===== config.mk =====
export PLATFORM = sky130hd
export DESIGN_NAME = vector_sequencer
export DESIGN_NICKNAME = d
export VERILOG_FILES = /design/src/rtl/vseq_pkg.sv /design/src/rtl/req_capture.sv /design/src/rtl/vector_fetch.sv /design/src/rtl/vector_sequencer.sv
export SDC_FILE = /design/constraint.sdc
export NUM_CORES = 1
export LEC_CHECK = 0
export CORE_ASPECT_RATIO = 1.5
export CORE_MARGIN = 5
export CORE_UTILIZATION = 30
export CTS_CLUSTER_SIZE = 16
export DETAILED_ROUTE_END_ITERATION = 16
export GPL_TIMING_DRIVEN = 0
export PLACE_DENSITY = 0.6
export SLEW_MARGIN = 20
export SYNTH_ARGS = -nofsm -noshare
export SYNTH_HDL_FRONTEND = slang
export SYNTH_SLANG_ARGS = --single-unit

===== constraint.sdc =====
create_clock -name clk -period 2.4 [get_ports clk]
set_input_delay 0.24 -clock clk [delete_from_list [all_inputs] [get_ports clk]]
set_output_delay 0.24 -clock clk [all_outputs]
set_load 0.03 [all_outputs]

===== src/rtl/vseq_pkg.sv =====
package vseq_pkg;
    localparam int ADDR_W = 16;
    localparam int DATA_W = 8;

    typedef enum logic [1:0] {ST_IDLE, ST_LO, ST_HI} fetch_st_e;
    typedef enum logic [1:0] {SRC_RST, SRC_NMI, SRC_IRQ} req_src_e;

    localparam logic [ADDR_W-1:0] VEC_NMI = 16'hFFFA;
    localparam logic [ADDR_W-1:0] VEC_RST = 16'hFFFC;
    localparam logic [ADDR_W-1:0] VEC_IRQ = 16'hFFFE;

    function automatic logic [ADDR_W-1:0] vec_base(req_src_e s);
        case (s)
            SRC_RST: return VEC_RST;
            SRC_NMI: return VEC_NMI;
            default: return VEC_IRQ;
        endcase
    endfunction
endpackage


===== src/rtl/req_capture.sv =====
module req_capture (
    input  logic clk,
    input  logic res_n,
    input  logic nmi_n,
    input  logic irq_n,
    input  logic irq_disable,
    input  logic insn_done,
    input  logic take_nmi,
    output logic nmi_pend,
    output logic irq_req
);
    typedef struct packed {
        logic nmi_prev;
        logic pend;
    } cap_t;

    cap_t cap_d, cap_q;
    logic nmi_fall;

    always_comb begin
        cap_d          = cap_q;
        cap_d.nmi_prev = nmi_n;
        nmi_fall       = cap_q.nmi_prev & ~nmi_n;
        cap_d.pend     = nmi_fall | (cap_q.pend & ~take_nmi);
        irq_req        = insn_done & ~irq_n & ~irq_disable;
    end

    always_ff @(posedge clk) begin
        if (!res_n) begin
            cap_q.nmi_prev <= 1'b1;
            cap_q.pend     <= 1'b0;
        end else begin
            cap_q <= cap_d;
        end
    end

    assign nmi_pend = cap_q.pend;


    nmi_edge_latched_chk: assert property (@(posedge clk) disable iff (!res_n)
        $fell(nmi_n) |=> nmi_pend);


    irq_masked_chk: assert property (@(posedge clk) disable iff (!res_n)
        irq_disable |-> !irq_req);
endmodule


===== src/rtl/vector_fetch.sv =====
module vector_fetch
    import vseq_pkg::*;
(
    input  logic              clk,
    input  logic              res_n,
    input  logic              nmi_pend,
    input  logic              irq_req,
    input  logic              insn_done,
    input  logic              rdy,
    input  logic [DATA_W-1:0] rd_data,
    output logic              take_nmi,
    output logic [ADDR_W-1:0] vec_addr,
    output logic              fetch_active,
    output logic [ADDR_W-1:0] new_pc,
    output logic              pc_valid
);
    typedef struct packed {
        fetch_st_e         st;
        req_src_e          src;
        logic [DATA_W-1:0] lo;
        logic [ADDR_W-1:0] pc;
        logic              valid;
        logic              rst_pend;
    } fsm_t;

    fsm_t f_d, f_q;
    logic [ADDR_W-1:0] base;

    always_comb begin
        f_d       = f_q;
        f_d.valid = 1'b0;
        take_nmi  = 1'b0;
        case (f_q.st)
            ST_IDLE: begin
                if (f_q.rst_pend) begin
                    f_d.st       = ST_LO;
                    f_d.src      = SRC_RST;
                    f_d.rst_pend = 1'b0;
                end else if (insn_done && nmi_pend) begin
                    f_d.st   = ST_LO;
                    f_d.src  = SRC_NMI;
                    take_nmi = 1'b1;
                end else if (irq_req) begin
                    f_d.st  = ST_LO;
                    f_d.src = SRC_IRQ;
                end
            end
            ST_LO: begin
                if (rdy) begin
                    f_d.lo = rd_data;
                    f_d.st = ST_HI;
                end
            end
            ST_HI: begin
                if (rdy) begin
                    f_d.pc    = {rd_data, f_q.lo};
                    f_d.valid = 1'b1;
                    f_d.st    = ST_IDLE;
                end
            end
            default: f_d.st = ST_IDLE;
        endcase
    end

    always_ff @(posedge clk) begin
        if (!res_n) begin
            f_q.st       <= ST_IDLE;
            f_q.src      <= SRC_RST;
            f_q.lo       <= '0;
            f_q.pc       <= '0;
            f_q.valid    <= 1'b0;
            f_q.rst_pend <= 1'b1;
        end else begin
            f_q <= f_d;
        end
    end

    assign base         = vec_base(f_q.src);
    assign fetch_active = (f_q.st != ST_IDLE);
    assign vec_addr     = fetch_active ? {base[ADDR_W-1:1], (f_q.st == ST_HI)} : '0;
    assign new_pc       = f_q.pc;
    assign pc_valid     = f_q.valid;


    rdy_stall_chk: assert property (@(posedge clk) disable iff (!res_n)
        (fetch_active && !rdy) |=> (fetch_active && $stable(vec_addr)));


    valid_pulse_chk: assert property (@(posedge clk) disable iff (!res_n)
        pc_valid |=> !pc_valid);


    vec_range_chk: assert property (@(posedge clk) disable iff (!res_n)
        fetch_active |-> (vec_addr[ADDR_W-1:3] == '1 && vec_addr[2:1] != 2'b00));


    idle_hold_chk: assert property (@(posedge clk) disable iff (!res_n)
        (!fetch_active && !insn_done && !f_q.rst_pend) |=> !fetch_active);


    valid_after_fetch_chk: assert property (@(posedge clk) disable iff (!res_n)
        pc_valid |-> !fetch_active);
endmodule


===== src/rtl/vector_sequencer.sv =====
module vector_sequencer
    import vseq_pkg::*;
(
    input  logic              clk,
    input  logic              res_n,
    input  logic              nmi_n,
    input  logic              irq_n,
    input  logic              irq_disable,
    input  logic              insn_done,
    input  logic              rdy,
    input  logic [DATA_W-1:0] rd_data,
    output logic [ADDR_W-1:0] vec_addr,
    output logic              fetch_active,
    output logic [ADDR_W-1:0] new_pc,
    output logic              pc_valid
);
    logic take_nmi;
    logic nmi_pend;
    logic irq_req;

    req_capture i_capture (
        .clk         (clk),
        .res_n       (res_n),
        .nmi_n       (nmi_n),
        .irq_n       (irq_n),
        .irq_disable (irq_disable),
        .insn_done   (insn_done),
        .take_nmi    (take_nmi),
        .nmi_pend    (nmi_pend),
        .irq_req     (irq_req)
    );

    vector_fetch i_fetch (
        .clk          (clk),
        .res_n        (res_n),
        .nmi_pend     (nmi_pend),
        .irq_req      (irq_req),
        .insn_done    (insn_done),
        .rdy          (rdy),
        .rd_data      (rd_data),
        .take_nmi     (take_nmi),
        .vec_addr     (vec_addr),
        .fetch_active (fetch_active),
        .new_pc       (new_pc),
        .pc_valid     (pc_valid)
    );


    nmi_once_chk: assert property (@(posedge clk) disable iff (!res_n)
        (take_nmi && nmi_n) |=> !nmi_pend);
endmodule


==> out/results.ini, run 1 <==
[detailed_routing]
drc=0
dr.pass1.iters=4
drt-initial-drc-count=25
wire_per_inst_um=10.7
ant_nets=0
routed_via_density=4.09
routed_wl_um=3090
via_count=1177

[status]
status=finished, final reports clean

[synthesis]
syn-num-nets=179
seq_area_frac_synth=0.444
ys_warn_count=0
netlist_area_um2=1440
synth_seq_cells=32
synth_cell_types=24
avgSynthCellArea_um2=8.80
synthCells=164

[critical_path]
slowest_stage=clkdlybuf4s50_1
path_cells=nor2_2 -> clkinvlp_4 -> buf_4 -> buf_4 -> clkdlybuf4s50_1
critical_path_class=flop to primary output
start_kind=flop
cpPeakStageDelay_ps=580
critPathMostFrequentCell=buf_4
path_max_fanout=15
endpoint_kind=primary output
crit_required_ps=2160
cp_data_arrival_time_ps=1960

[placed_design]
hpwl_um=2360
gp_congestion=0.667
dp.cells=278
io_buffers=48
place_ws_ps=326

[cts]
htreeDepth=2
cts-root-buf=clkbuf_8
cts_made_buffers=5
cts.sinks=32
insertion_delay_ps=280
clockBufferDepth=2
clk_pin_slew_ps=70
cts_tree=built

[pwr]
powerDensity_nw_per_um2=667
leakagePower_nw=0.868
vdd_drop_max_uv=365

[sta]
fin_crit_ps=2200
setup_viol_count_final=0
finalHoldViolations=0
slew_headroom=0.784
tns_ps=0
worstMarginPinSlew_ps=323
clock.fmax_mhz=454
layout_setup_ws_ps=199
rsz0062_at_grt=no
final_max_slew_viol_count=0
period_share=0.917
finClkSkew_ps=5.99

[finish]
num-fill-cells=493
final_common_cell=clkdlybuf4s50_1
antennaDiodeCount=0
drive_gt1_frac=0.248
fin_cells=288
syn2layout_area_growth_pct=48.2
layout_common_cells=48 x clkdlybuf4s50_1, 35 x nand2_1, 32 x buf_4, 32 x dfxtp_1, 16 x a21oi_1
final_nets=236
fin_util=0.452

[global_route]
grt_pass1_wl_um=5290
grtUsageTotal=0.110
grt_pass1_vias=1237
antenna_found_initial=0
grt_max_degree=19
overflow=0

[die]
die_h_um=94.9
initial_core_util=0.305
ios=49
die-area_um2=6320
fp-row-count=31
core-area_um2=4730
die_w_um=66.6

[min_path]
hp-class=flop to flop

[job]
timing.max_cap.violations=0

per-stage QoR:
stage / area [um^2] / hold slack, ps / power [mW]
floorplan: 1440 / 302 / 0.785
global placement: 2010 / 438 / 0.916
detailed placement: 2010 / 446 / 0.919
CTS: 2120 / 450 / 1.44
global route: 2140 / 486 / 1.50
finish: 2140 / 449 / 1.43
final cells by class:
| type | instances | area, um^2 | share of cell area |
|---|---|---|---|
| Tap cell | 66 | 82.6 | 0.0386 |
| Sequential cell | 32 | 641 | 0.300 |
| Clock buffer | 5 | 68.8 | 0.0322 |
| Clock inverter | 3 | 42.5 | 0.0199 |
| Multi-Input combinational cell | 93 | 510 | 0.239 |
| Timing Repair Buffer | 50 | 495 | 0.232 |
| Buffer | 36 | 283 | 0.132 |
| Inverter | 3 | 15.0 | 0.00702 |
state kept, by name (all words and copies together), names as in the netlist:
register and count:
i_capture.cap_q 1, i_fetch.new_pc 16, i_capture.nmi_pend 1, i_fetch.pc_valid 1, i_fetch.f_q 13
cells in the mapped netlist:
| cell type | instances | area share |
|---|---|---|
| a2111oi_1 | 1 | 0.0069 |
| a21oi_1 | 16 | 0.056 |
| a21oi_2 | 5 | 0.030 |
| a31oi_1 | 1 | 0.0043 |
| and3b_1 | 1 | 0.0061 |
| buf_12 | 1 | 0.014 |
| buf_2 | 3 | 0.010 |
| buf_4 | 30 | 0.16 |
| buf_6 | 2 | 0.016 |
| dfxtp_1 | 32 | 0.44 |
| inv_1 | 3 | 0.0078 |
| mux2i_1 | 8 | 0.056 |
| nand2_1 | 35 | 0.091 |
| nand2b_1 | 3 | 0.013 |
| nand3b_1 | 1 | 0.0052 |
| nand3b_2 | 1 | 0.0078 |
| nand4b_1 | 1 | 0.0061 |
| nor2_1 | 13 | 0.034 |
| nor2b_1 | 1 | 0.0043 |
| nor3b_1 | 1 | 0.0052 |
| nor3b_2 | 1 | 0.0087 |
| o21ai_0 | 2 | 0.0069 |
| or2b_1 | 1 | 0.0052 |
| or3b_1 | 1 | 0.0061 |
worst max-delay path, delay by kind of cell (launching register included):
family                 cells  cell delay (ps)
AND/OR/NAND/NOR            1              270
buffers and inverters      4             1030
flip-flops                 1              370
kinds of logic (layout without fill, tap and decap cells):
kind of cell	Yosys count	in the layout	share of synthesized area
buf+inv	39	97	0.204
simple gates	60	60	0.193
compound gates	25	25	0.104
mux	8	8	0.0555
flops	32	32	0.444
metal layers:
metal	global-route usage	routed length, um	vias up
met3	0.0440	255	5
li1	-	-	614
met1	0.106	1240	515
met5	0	0	-
met2	0.197	1540	43
met4	0.0559	53	0
timing repair:
item | 4_1_cts | 5_1_grt
gates resized for setup | 0 | 2
hold buffers | 0 | 0
setup endpoints to repair | 0 | 14
hold endpoints to repair | 0 | 0
buffers inserted | 0 | 2
path summary, 6_finish.rpt:
kind / start / endpoint / slack (ps) / cells past startpoint
max: i_fetch.f_q[29] / vec_addr[7] / 200 / 5
min: i_fetch.f_q[20] / i_fetch.new_pc[2] / 450 / 2
max reg2reg: i_fetch.f_q[29] / i_capture.nmi_pend / 940 / 6
min reg2reg: i_fetch.f_q[20] / i_fetch.new_pc[2] / 450 / 2
report_power, final:
part / total, mW / switching [mW] / internal [mW]
Combinational: 0.350 / 0.177 / 0.173
Clock: 0.512 / 0.205 / 0.307
Sequential: 0.564 / 0.0144 / 0.550
Note: power is estimated with default switching activity, not from simulation.
==> run 2: changes to the inputs <==
--- a/config.mk
+++ b/config.mk
@@ -8,11 +8,10 @@
 export CORE_ASPECT_RATIO = 1.5
 export CORE_MARGIN = 5
 export CORE_UTILIZATION = 30
-export CTS_CLUSTER_SIZE = 16
+export CTS_CLUSTER_SIZE = 12
 export DETAILED_ROUTE_END_ITERATION = 16
 export GPL_TIMING_DRIVEN = 0
 export PLACE_DENSITY = 0.6
-export SLEW_MARGIN = 20
 export SYNTH_ARGS = -nofsm -noshare
 export SYNTH_HDL_FRONTEND = slang
 export SYNTH_SLANG_ARGS = --single-unit
==> results of run 2 <==
The final DEF is identical to that of run 1; final timing and power are the same.
